$ cat config.mk
export PLATFORM = sky130hd
export DESIGN_NAME = tcode_link
export DESIGN_NICKNAME = d
export VERILOG_FILES = /design/src/rtl/tcode_pkg.sv /design/src/rtl/tcode_table.sv /design/src/rtl/tcode_encoder.sv /design/src/rtl/tcode_decoder.sv /design/src/rtl/tcode_link.sv
export SDC_FILE = /design/constraint.sdc
export NUM_CORES = 1
export LEC_CHECK = 0
export BUFFER_PORTS_ARGS = -buffer_cell sky130_fd_sc_hd__buf_2
export CORE_ASPECT_RATIO = 1.5
export CORE_MARGIN = 5
export CORE_UTILIZATION = 40
export CTS_BUF_LIST = sky130_fd_sc_hd__clkbuf_8
export DETAILED_ROUTE_END_ITERATION = 10
export PLACE_DENSITY = 0.6
export SKIP_LAST_GASP = 1
export SLEW_MARGIN = 25
export SYNTH_ARGS = -nofsm -noshare
export SYNTH_HDL_FRONTEND = slang
export SYNTH_HIERARCHICAL = 1
export SYNTH_SLANG_ARGS = --single-unit
$ cat constraint.sdc
create_clock -name clk -period 3.7 [get_ports clk]
set_clock_uncertainty 0.1 [all_clocks]
set_input_delay 0.555 -clock clk [delete_from_list [all_inputs] [get_ports clk]]
set_output_delay 0.555 -clock clk [all_outputs]
set_load 0.05 [all_outputs]
$ cat src/rtl/tcode_pkg.sv
// Shared types for the transition-coded bus link.
// Assumes a byte-wide data bus; one table entry describes one transition.
package tcode_pkg;
    localparam int unsigned BYTE_W = 8;

    typedef logic [BYTE_W-1:0] byte_t;

    typedef struct packed {
        logic  vld;
        byte_t prev;
        byte_t cur;
        byte_t code;
    } entry_t;
endpackage

$ cat src/rtl/tcode_table.sv
// Ranked transition table: K_ENTRIES registers loaded through one write port.
// Assumes writes happen while the link is idle; out-of-range indices are dropped.
module tcode_table
    import tcode_pkg::*;
#(
    parameter int unsigned K_ENTRIES = 9,
    parameter int unsigned IDX_W     = (K_ENTRIES > 1) ? $clog2(K_ENTRIES) : 1
) (
    input  logic                    clk,
    input  logic                    rst_n,
    input  logic                    wr_en,
    input  logic [IDX_W-1:0]        wr_idx,
    input  entry_t                  wr_entry,
    output entry_t [K_ENTRIES-1:0]  ents
);
    for (genvar g = 0; g < K_ENTRIES; g++) begin : g_ent
        // Hold one entry; cleared on reset, replaced whole on a matching write.
        always_ff @(posedge clk) begin
            if (!rst_n)
                ents[g] <= '0;
            else if (wr_en && (wr_idx == IDX_W'(g)))
                ents[g] <= wr_entry;
        end
    end
endmodule

$ cat src/rtl/tcode_encoder.sv
// Sender side: looks up (previous byte, byte) and drives the nine bus wires.
// Assumes at most one code per pair is wanted; the lowest matching index wins.
module tcode_encoder
    import tcode_pkg::*;
#(
    parameter int unsigned K_ENTRIES = 9
) (
    input  logic                    clk,
    input  logic                    rst_n,
    input  entry_t [K_ENTRIES-1:0]  ents,
    input  logic                    in_valid,
    input  byte_t                   in_data,
    output byte_t                   bus_data,
    output logic                    bus_flag,
    output logic                    bus_valid
);
    byte_t prev_q;
    logic  hit;
    byte_t code;

    // Priority search over the table, lowest index last so it wins.
    always_comb begin
        hit  = 1'b0;
        code = '0;
        for (int i = K_ENTRIES - 1; i >= 0; i--) begin
            if (ents[i].vld && ents[i].prev == prev_q && ents[i].cur == in_data) begin
                hit  = 1'b1;
                code = ents[i].code;
            end
        end
    end

    // Drive the wires: XOR the code on a hit, the raw byte on a miss, hold when idle.
    always_ff @(posedge clk) begin
        if (!rst_n) begin
            prev_q    <= '0;
            bus_data  <= '0;
            bus_flag  <= 1'b0;
            bus_valid <= 1'b0;
        end else begin
            bus_valid <= in_valid;
            if (in_valid) begin
                prev_q   <= in_data;
                bus_flag <= hit;
                bus_data <= hit ? (bus_data ^ code) : in_data;
            end
        end
    end
endmodule

$ cat src/rtl/tcode_decoder.sv
// Receiver side: recovers the code from wire changes and maps it back to a byte.
// Assumes codes are unique among entries sharing a previous byte.
module tcode_decoder
    import tcode_pkg::*;
#(
    parameter int unsigned K_ENTRIES = 9
) (
    input  logic                    clk,
    input  logic                    rst_n,
    input  entry_t [K_ENTRIES-1:0]  ents,
    input  byte_t                   bus_data,
    input  logic                    bus_flag,
    input  logic                    bus_valid,
    output logic                    out_valid,
    output byte_t                   out_data
);
    byte_t last_q;
    byte_t wire_q;
    byte_t rx_code;
    logic  hit;
    byte_t hit_cur;
    byte_t decoded;

    assign rx_code = bus_data ^ wire_q;

    // Find the entry whose previous byte and code both match, lowest index wins.
    always_comb begin
        hit     = 1'b0;
        hit_cur = '0;
        for (int i = K_ENTRIES - 1; i >= 0; i--) begin
            if (ents[i].vld && ents[i].prev == last_q && ents[i].code == rx_code) begin
                hit     = 1'b1;
                hit_cur = ents[i].cur;
            end
        end
    end

    // Select the decoded byte: the table byte for coded words, else the wires.
    always_comb begin
        decoded = (bus_flag && hit) ? hit_cur : bus_data;
    end

    // Register the result and track the last byte and the last wire value.
    always_ff @(posedge clk) begin
        if (!rst_n) begin
            last_q    <= '0;
            wire_q    <= '0;
            out_valid <= 1'b0;
            out_data  <= '0;
        end else begin
            out_valid <= bus_valid;
            if (bus_valid) begin
                last_q   <= decoded;
                wire_q   <= bus_data;
                out_data <= decoded;
            end
        end
    end
endmodule

$ cat src/rtl/tcode_link.sv
// Top: encoder and decoder, each with its own table copy fed by one write port.
// Assumes tbl_we is raised only while no bytes are in flight.
module tcode_link
    import tcode_pkg::*;
#(
    parameter int unsigned K_ENTRIES = 9,
    parameter int unsigned IDX_W     = (K_ENTRIES > 1) ? $clog2(K_ENTRIES) : 1
) (
    input  logic             clk,
    input  logic             rst_n,
    input  logic             tbl_we,
    input  logic [IDX_W-1:0] tbl_idx,
    input  logic             tbl_vld,
    input  logic [7:0]       tbl_prev,
    input  logic [7:0]       tbl_cur,
    input  logic [7:0]       tbl_code,
    input  logic             in_valid,
    input  logic [7:0]       in_data,
    output logic [7:0]       bus_data,
    output logic             bus_flag,
    output logic             bus_valid,
    output logic             out_valid,
    output logic [7:0]       out_data
);
    entry_t                 wr_entry;
    entry_t [K_ENTRIES-1:0] enc_ents;
    entry_t [K_ENTRIES-1:0] dec_ents;

    // Pack the write-port fields into one entry.
    always_comb begin
        wr_entry = '{vld: tbl_vld, prev: tbl_prev, cur: tbl_cur, code: tbl_code};
    end

    tcode_table #(.K_ENTRIES(K_ENTRIES), .IDX_W(IDX_W)) i_enc_tbl (
        .clk(clk), .rst_n(rst_n), .wr_en(tbl_we), .wr_idx(tbl_idx),
        .wr_entry(wr_entry), .ents(enc_ents)
    );

    tcode_table #(.K_ENTRIES(K_ENTRIES), .IDX_W(IDX_W)) i_dec_tbl (
        .clk(clk), .rst_n(rst_n), .wr_en(tbl_we), .wr_idx(tbl_idx),
        .wr_entry(wr_entry), .ents(dec_ents)
    );

    tcode_encoder #(.K_ENTRIES(K_ENTRIES)) i_enc (
        .clk(clk), .rst_n(rst_n), .ents(enc_ents),
        .in_valid(in_valid), .in_data(in_data),
        .bus_data(bus_data), .bus_flag(bus_flag), .bus_valid(bus_valid)
    );

    tcode_decoder #(.K_ENTRIES(K_ENTRIES)) i_dec (
        .clk(clk), .rst_n(rst_n), .ents(dec_ents),
        .bus_data(bus_data), .bus_flag(bus_flag), .bus_valid(bus_valid),
        .out_valid(out_valid), .out_data(out_data)
    );
endmodule

Yosys cells after proc, flatten, opt, wreduce, memory -nomap -nowiden
Index checks and enable logic that the tools add are counted.
- bits in registers: 260
- bits of input ports: 41
- logic and storage cells: 174
- output and inout port bits: 19
- equality and inequality tests: 44
- multiplexer cells: 38
- bitwise operators: 2
- reduce and logical (&&, ||, !) cells: 47
- operator list (cell ; count):
    $eq A8 B8 Y1 ; 36
    $mux W8 ; 20
    $logic_and A1 B1 Y1 ; 46
    $mux W1 ; 18
    $eq A4 B3 Y1 const B ; 4
    $xor A8 B8 Y8 ; 2
    $eq A4 B2 Y1 const B ; 2
    $eq A4 B1 Y1 const B ; 1
    $eq A4 B4 Y1 const B ; 1
    $logic_not A4 Y1 ; 1

Depth between registers and ports, before layout
Gate-level depths: netlist (run 1).
- word-level depth: 14
- depth in mapped cells: 13
- mapped depth without buffers: 9

By module
The synthesis (run 1) kept the hierarchy.
- by module, submodules not included (module ; cells an instance ; sequential area each (um^2) ; area each (um^2) ; instances):
    tcode_table ; 766 ; 4504.3 ; 8097.8 ; 2
    tcode_decoder ; 429 ; 340.3 ; 3492.1 ; 1
    tcode_encoder ; 457 ; 360.3 ; 3460.8 ; 1

Worst setup path before layout (run 1)
OpenSTA, ideal clock, no wires.
- kind: reg2reg
- from: register i_enc.bus_data[2]
- to: register i_dec.last_q[1]
- data required time: 3.485 ns
- clock period less this slack: 3.206 ns
- arrival: 2.991 ns
- library setup time: 0.115 ns
- setup slack: 0.494 ns
- path buffers: 2
- cell stages (with the launch flop): 12
- path through: dfxtp_1 > buf_2 > xnor2_2 > xnor2_1 > nor4_1 > and4_4 > or4_1 > o41a_1 > buf_6 > o22ai_1 > a21oi_1 > o21a_1
- cells in the longest elaborated chain, start to end: 14
- elaborated cells between the ends (all ways): 39
- those cells by class: 9 x eq/ne; 19 x mux; 1 x bitwise; 10 x reduce/logical
- ends and longest elaborated chain (item ; line ; text):
    start: declaration ; tcode_encoder.sv:13 ; output byte_t bus_data,
    start signal: assignment ; tcode_encoder.sv:45 ; bus_data <= hit ? (bus_data ^ code) : in_data;
    $xor A8 B8 Y8 * ; tcode_decoder.sv:24 ; assign rx_code = bus_data ^ wire_q;
    $eq A8 B8 Y1 ; tcode_decoder.sv:31 ; if (ents[i].vld && ents[i].prev == last_q && ents[i].code == rx_code) begin
    $logic_and A1 B1 Y1 ; tcode_decoder.sv:31 ;
    $mux W1 (9 in series) ; tcode_decoder.sv:31 ;
    $logic_and A1 B1 Y1 ; tcode_decoder.sv:40 ; decoded = (bus_flag && hit) ? hit_cur : bus_data;
    $mux W8 * ; tcode_decoder.sv:40 ;
    end signal: assignment ; tcode_decoder.sv:53 ; last_q <= decoded;
    end: declaration ; tcode_decoder.sv:17 ; byte_t last_q;
Every way passes the cells marked *; elsewhere a longest branch is shown, timed or not.
A chain may end at the register's enable or synchronous reset.

Final worst setup path (run 1)
- from: register i_enc.bus_data[0]
- to: register i_dec.last_q[7]
Same word-level chain as after synthesis.

==> metrics, run 1 <==
Sink Count between 400 and 500; Design Area, Final ~26000 um2; Tightest Hold Check Type input pin to flip-flop; vias per cell between 5 and 6; Die X-Extent roughly 210 um; Synth top area share between 40% and 50%; ratio of cells with drive above 1 in the final layout 13.86%; antenna violations before repair 2; drt first pass iters 5; Cells after Synth 2418; crit path capture type flip-flop; core footprint 57570 um2; Post-Syn Area ~23000 um2; cts bufs inserted between 70 and 80; vias in the first global route between 15000 and 20000; status complete, no violations; top cells by area, synth dfxtp_1, mux2i_1, nand2_1, xnor2_1, xor2_1; gr usage total roughly 23%; DR iter-0 viols approximately 1300; leakage power total around 11 nW; Pwr Total 11.34 mW; DP Worst Slack -0.05161 ns; Crit Path Max Fanout 7; via count about 18000; clock-pin slew on the worst setup and hold paths roughly 0.060 ns; Clock Tree Root clkbuf_8; #FFs+latches synth 485; first-pass GRT wire length 111.2 mm; top-count cell post-synth nand2_1; chip height between 300 and 400 um; ys async rst share 0%; Nets approximately 2600; post-synthesis sequential area ratio a little over two fifths; largest net degree at the start of global routing 88; WL final 73.74 mm; DP Area about 24000 um2; fin crit share 95.43%; DRC Markers 0; setup tns final 0 ns; max_cap viols 0; clk buf depth 3; final setup fails 0; EDFF count, synth 0; CP arrival approximately 4 ns; Remaining Overflow, GRT 0; average size of a mapped cell approximately 9.6 um2; syn nets approximately 2500; worst setup path class flip-flop to flip-flop; area added between synthesis and finish 12.97%; CTS tree yes; unrepaired setup endpoints after global routing false; Worst slew margin 30.67%; PortBufs between 50 and 60; Site Rows around 110; Synth Warn # 6; Final Util around 45%; Fillers 5648; routability cong. about 0.93; Die Area 62880 um2; Slew Limit Fails 0; DP HPWL roughly 53 mm; clock latency on the worst-skew pair about 0.67 ns; Max VDD drop approximately 0.00023 V; Worst Slack Setup Final ~0.17 ns; # H-tree levels 3; Post-CTS Setup Bufs 0; PD cells ~430 nW/um2; top post-synthesis cells by count nand2_1, dfxtp_1, mux2i_1; Ports 60; Hold Fails Final Rpt 0; WP data required slightly above 4 ns; Distinct cells, synth a little over 70; CP Launch Type flip-flop; drt wl/cell 22.03 um; Worst Tran Pin Value slightly above 1 ns; Starting Density 40.21%; f_max ~0.28 GHz; Primary FF master, synth dfxtp_1; Antenna Violating Nets Remaining 0; Final min period between 3 and 4 ns; Synth area leader dfxtp_1
-- final timing paths --
kind                                          start                  end  slack [ns]  cells past startpoint
worst max-delay path              i_enc/bus_data[0]      i_dec/last_q[7]        0.17                      9
worst min-delay path                     in_data[5]      i_enc/prev_q[5]        0.24                      3
worst max register to register    i_enc/bus_data[0]      i_dec/last_q[7]        0.17                      9
worst min register to register  i_dec_tbl/ents[214]  i_dec_tbl/ents[214]        0.36                      2
-- final cells by class --
cell class              count  area (um2)  share of cell area (%)
repair buffers            182        1254                   4.794
clock inverters            45       325.3                   1.244
flip-flops and latches    485        9709                   37.13
diodes                      2       5.005                 0.01914
well taps                 770       963.4                   3.684
inverters                  25       93.84                  0.3589
clock buffers              97        1335                   5.105
multi-input cells        1741       12460                   47.67
-- logic make-up after synthesis --
family	count (synthesis)	share of synthesized area (%)
AND/OR/NAND/NOR	823	15.93
flip-flops	485	41.94
multiplexers	471	20.38
XOR/XNOR	296	12.46
buffers and inverters	192	4.459
AO/OA/AOI/OAI	151	4.827
-- layout by cell type, fill, tap and decap left out, types with 7 or more instances in the layout --
cell type,Yosys,final
nand3b_1,11,11
inv_1,25,43
nor2_1,40,40
buf_2,45,58
o21ai_0,19,19
a21boi_0,8,8
dfxtp_1,485,485
clkinv_2,0,17
xor2_1,90,90
nand2_1,562,562
xnor2_1,182,182
nor2b_1,12,12
nor3_1,22,22
nor4_1,30,29
buf_4,26,121
and2_1,7,7
a221oi_1,8,8
mux2i_1,468,468
o221ai_1,10,10
and3_1,9,7
a21oi_1,22,22
a31oi_1,10,10
or4_1,11,11
nand4_1,28,28
o211ai_1,13,13
xnor3_1,16,16
clkbuf_8,0,97
nand3_1,40,40
-- metal layers --
| layer | wire length, um | global-route usage, % |
|---|---|---|
| met1 | 28750 | 26.42 |
| met2 | 37350 | 40.98 |
| met3 | 3184 | 2.872 |
| met4 | 4445 | 12.79 |
| met5 | 12 | 0 |
-- timing repair --
| item | CTS | global route |
|---|---|---|
| hold buffers | 0 | 0 |
| gates resized for setup | 0 | 2 |
| setup endpoints to repair | 0 | 1 |
-- metrics by stage --
stage / hold slack [ns] / std cells
floorplan: 0.3301 / 2418
detailed placement: 0.3449 / 3203
global placement: 0.3404 / 3203
finish: 0.2383 / 3347
global route: 0.2247 / 3346
CTS: 0.1796 / 3345
-- worst max-delay path: stages (launching register included) --
cell and delay, ns:
dfxtp_1 0.40, buf_4 0.20, xnor2_2 0.43, xnor2_1 0.24, or4_1 0.70, nor2_1 0.22
a221oi_1 0.08, o31a_1 0.33, o311a_1 0.37, o31ai_1 0.33
-- power by group --
group / switching (mW) / total (mW) / internal [mW]
clock: 2.28 / 4.90 / 2.62
sequential: 0.0832 / 5.39 / 5.30
combinational: 0.685 / 1.06 / 0.376
total: 3.04 / 11.3 / 8.30
-- registers in the layout, summed over array words and instances (netlist names) --
| register | cells |
|---|---|
| i_enc_tbl/ents | 225 |
| i_enc/prev_q | 8 |
| i_enc/bus_valid | 1 |
| i_dec_tbl/ents | 225 |
| i_enc/bus_data | 8 |
| i_dec/wire_q | 8 |
| i_dec/last_q | 8 |
| i_dec/out_valid | 1 |
| i_enc/bus_flag | 1 |
Power figures use the tool's default switching activity.
==> inputs of run 2 (changes only) <==
--- a/config.mk
+++ b/config.mk
@@ -14,3 +14,2 @@
 export PLACE_DENSITY = 0.6
-export SKIP_LAST_GASP = 1
 export SLEW_MARGIN = 25
==> constraint.sdc (replaced) <==
create_clock -name clk -period 3.7 [get_ports clk]
set_clock_uncertainty 0.1 [all_clocks]
set_input_delay 0.37 -clock clk [delete_from_list [all_inputs] [get_ports clk]]
set_output_delay 0.37 -clock clk [all_outputs]
set_load 0.05 [all_outputs]
==> metrics, run 2 (same netlist as run 1, synthesis figures left out) <==
# H-tree levels 3; routability cong. approximately 0.92; hold depth 3; Sw Pwr 2.987 mW; commonest non-fill, non-tap cell in the layout nand2_1; Sink Count 485; Clock Tree Root clkbuf_8; Post-CTS Setup Bufs 0; Sw Ratio between 20% and 30%; area of the multi-input gates 12460 um2; DP HPWL around 52 mm; core footprint between 50000 and 60000 um2; Seq pwr share 48.3%; cts hold-fix bufs 0; reg2reg path depth 10; Worst slew margin 28.16%; Antenna Violating Nets Remaining 0; clock-pin slew on the worst setup and hold paths 0.07 ns; chip height between 300 and 400 um; setup tns final 0 ns; Final min period 3.547 ns; final setup fails 0; worst setup path class flip-flop to flip-flop; Fillers 5561; leakage power total around 11 nW; max_cap viols 0; clk buf depth 3; Ports 60; gr usage total 22.86%; f_max about 0.28 GHz; area added between synthesis and finish 12.18%; Sequential Area around 9700 um2; cell-internal power 8.165 mW; drt first pass iters 5; Design Area, Final ~26000 um2; ratio of cells with drive above 1 in the final layout roughly an eighth; Slew Limit Fails 0; DRC Markers 0; HP Start tbl_code[5]; post-CTS sizing 0; worst r2r dst i_dec/last_q[3]; largest net degree at the start of global routing ~100; PortBufs between 50 and 60; cts bufs inserted a little under 80; DP Area roughly 24000 um2; Reg2Reg Setup Slack 0.15 ns; Pwr Total 11.15 mW; Hold Slack 0.08052 ns; antenna violations before repair 1; Nets 2537; Tightest Hold Check Type input pin to flip-flop; PD cells approximately 430 nW/um2; vias in the first global route about 18000; unrepaired setup endpoints after global routing false; CTS tree yes; biggest regs i_dec_tbl/ents (225), i_enc_tbl/ents (225); Max VDD drop approximately 0.00027 V; WL final 73.54 mm; drt wl/cell about 22 um; Crit Path Max Fanout 7; combinational power share about a tenth; Starting Density 40.21%; via count about 18000; clock share of power 42.3%; Die X-Extent ~210 um; clock latency on the worst-skew pair a little under 0.7 ns; first-pass GRT wire length roughly 110 mm; Remaining Overflow, GRT 0; WP data required approximately 4.2 ns; Worst Tran Pin Value between 1 and 1.5 ns; status complete, no violations; vias per cell between 5 and 6; Hold Fails Final Rpt 0; Site Rows approximately 110; Worst Hold Path EP i_dec_tbl/ents[205]; fin crit share 95.87%; crit path capture type flip-flop; Worst R2R Start i_enc/bus_data[1]; DR iter-0 viols ~1300; Die Area 62880 um2; CP Launch Type flip-flop; CP arrival 3.99 ns; leading cell types in the layout, fill and taps excluded nand2_1, dfxtp_1, mux2i_1, xnor2_1, clkbuf_8
==> run 2: final cells by class <==
| class | count | share of cell area (%) |
|---|---|---|
| Multi-Input combinational cell | 1741 | 47.98 |
| Tap cell | 770 | 3.710 |
| Sequential cell | 485 | 37.39 |
| Inverter | 25 | 0.3614 |
| Clock buffer | 103 | 5.459 |
| Timing Repair Buffer | 165 | 4.433 |
| Antenna cell | 2 | 0.01927 |
| Clock inverter | 33 | 0.6457 |
==> run 2: how the worst max path moves through the flow <==
stage | start | to | slack [ns] | cells past startpoint
floorplan | i_enc/bus_data[2] | i_dec/last_q[1] | 0.49 | 11
global placement | in_data[1] | i_enc/bus_data[7] | 0.07 | 10
detailed placement | in_data[1] | i_enc/bus_data[7] | 0.04 | 10
CTS | i_enc/prev_q[6] | i_enc/bus_data[7] | 0.04 | 10
global route | i_enc/prev_q[3] | i_enc/bus_data[2] | 0.05 | 12
finish | i_enc/bus_data[1] | i_dec/last_q[3] | 0.15 | 10
==> run 2: power by group through the flow <==
stage | Clock [mW] | Sequential [mW] | Combinational, mW
4_1_cts | 4.82 | 5.38 | 1.05
5_1_grt | 5.06 | 5.39 | 1.10
2_1_floorplan | 0 | 5.50 | 0.646
3_5_place_dp | 0 | 5.49 | 1.04
3_3_place_gp | 0 | 5.49 | 1.04
6_report | 4.72 | 5.38 | 1.05
==> run 2: worst max-delay path, stage by stage, from the launching register on <==
cell	delay, ns
dfxtp_1	0.38
buf_4	0.21
xnor2_2	0.45
xnor2_1	0.13
nor4_1	0.62
nand4_1	0.48
buf_4	0.32
nand2_1	0.18
a21oi_1	0.06
a31o_2	0.26
a21oi_1	0.25
==> run 2: metrics by stage <==
step	cells	worst slack [ns]	utilization [%]
2_1_floorplan	2418	0.4941	-
3_3_place_gp	3186	0.07399	42.32
3_5_place_dp	3186	0.03502	42.32
4_1_cts	3322	0.03529	45.07
5_1_grt	3323	0.04543	45.11
6_report	3324	0.1527	45.11
==> run 2: layer usage <==
layer / vias up / routed length [um] / global-route usage, %
met1: 8757 / 28950 / 26.44
met5: - / 0 / 0
li1: 8387 / - / -
met3: 165 / 3065 / 3.116
met2: 479 / 37580 / 40.64
met4: 0 / 3942 / 11.68
==> inputs of run 3 (changes only) <==
- SKIP_LAST_GASP: unset -> 1
- clock period: 3.7 -> 4.18 ns (I/O delays scaled with it)
==> metrics, run 3 (same netlist as run 1, synthesis figures left out) <==
Post-CTS Setup Bufs 0; routability cong. just under 0.9; Worst slew margin around 28%; Worst Slack Setup Final about 0.28 ns; cts bufs inserted 77; drt wl/cell around 22 um; antenna violations before repair 2; status complete, no violations; via count approximately 18000; Remaining Overflow, GRT 0; DRC Markers 0; clock-pin slew on the worst setup and hold paths about 0.07 ns; f_max 0.2567 GHz; post-CTS sizing 0; cts hold-fix bufs 0; Seq pwr share between 40% and 50%; Sw Ratio between 20% and 30%; largest net degree at the start of global routing 93; final setup fails 0; Antenna Violating Nets Remaining 0; Finished Layout Cells approximately 3300; max_cap viols 0; Ports 60; Nets between 2000 and 3000; Sw Pwr 2.606 mW; Final min period ~3.9 ns; leakage power total around 11 nW; Sink Count 485; worst setup path class flip-flop to flip-flop; core footprint approximately 58000 um2; commonest non-fill, non-tap cell in the layout nand2_1; Slew Limit Fails 0; WL final around 73 mm; leading cell types in the layout, fill and taps excluded nand2_1, dfxtp_1, mux2i_1, xnor2_1, clkbuf_8; DP HPWL just over 50 mm; Starting Density between 40% and 50%; chip height roughly 300 um; Site Rows about 110; gr usage total a little under a quarter; CTS tree yes; drt first pass iters 5; Die Area ~63000 um2; CP arrival 4.36 ns; Fillers roughly 5600; CP Launch Type flip-flop; crit path capture type flip-flop; Hold Slack ~0.15 ns; Design Area, Final approximately 26000 um2; fin crit share between 90 and 100%; Clock Tree Root clkbuf_8; Pwr Total 9.781 mW; clock share of power a little over two fifths; # H-tree levels 3; first-pass GRT wire length about 110 mm; ratio of cells with drive above 1 in the final layout a little under an eighth; combinational power share 9.3%; DR iter-0 viols 1294; Final Util around 45%; vias per cell ~5.3; clock latency on the worst-skew pair 0.67 ns; unrepaired setup endpoints after global routing false; DP Area roughly 24000 um2; Post-Place Cells roughly 3200; clk buf depth 3; Worst Tran Pin Value 1.076 ns; Tightest Hold Check Type input pin to flip-flop; Max VDD drop ~0.00018 V; Crit Path Max Fanout 9; WP data required roughly 4.7 ns; Hold Fails Final Rpt 0; area added between synthesis and finish 11.05%; biggest regs i_dec_tbl/ents (225), i_enc_tbl/ents (225); Die X-Extent slightly above 200 um; DP Worst Slack 0.2888 ns; PortBufs slightly below 60; vias in the first global route roughly 18000; cell-internal power between 7 and 8 mW; setup tns final 0 ns; PD cells around 380 nW/um2
[run 3: cell count changes in the layout (fill, tap and decap cells not counted), moves of 2 or more]
cell	previous run	this run
clkbuf_8	103	98
buf_12	4	6
buf_4	102	68
inv_1	46	50
inv_6	4	2
[run 3: cell type report]
| class | count | area (um2) | share of cell area, % |
|---|---|---|---|
| Multi-Input combinational cell | 1741 | 12440 | 48.40 |
| Sequential cell | 485 | 9709 | 37.77 |
| Clock buffer | 98 | 1349 | 5.247 |
| Antenna cell | 1 | 2.502 | 0.009735 |
| Tap cell | 770 | 963.4 | 3.748 |
| Inverter | 25 | 93.84 | 0.3651 |
| Timing Repair Buffer | 134 | 963.4 | 3.748 |
| Clock inverter | 35 | 182.7 | 0.7106 |
[run 3: worst max-delay path, cell delays in order, from the launching register on]
cell and delay, ns:
dfxtp_1 0.73, xnor2_2 0.32, xnor2_1 0.53, or4_1 0.27, nor2_1 0.15, or4_1 0.59
o41a_1 0.54, buf_4 0.20, o22ai_1 0.16, a21oi_1 0.09, o21a_1 0.12
[run 3: power by group through the flow]
stage	Combinational (mW)	Clock (mW)	Sequential, mW
6_report	0.905	4.10	4.77
5_1_grt	0.952	4.40	4.78
3_3_place_gp	0.894	0	4.87
3_5_place_dp	0.898	0	4.88
2_1_floorplan	0.572	0	4.87
4_1_cts	0.902	4.20	4.77
[run 3: metal layers]
layer  share of wire, %  wire length [um]  track usage (%)  vias to the layer above
met5                  0                 0                0                        -
met4                4.1              2977            9.895                        0
met3                4.4              3205            3.095                      129
met2                 52             37890            40.99                      455
met1                 39             28760            26.49                     8653
li1                   -                 -                -                     8309
[run 3: final timing paths]
path	from	end	slack [ns]	cells past startpoint
worst max-delay path	i_enc/bus_data[5]	i_dec/last_q[1]	0.28	10
worst min register to register	i_enc_tbl/ents[204]	i_enc_tbl/ents[204]	0.36	2
worst max register to register	i_enc/bus_data[5]	i_dec/last_q[1]	0.28	10
worst min-delay path	in_data[1]	i_enc/prev_q[1]	0.15	3
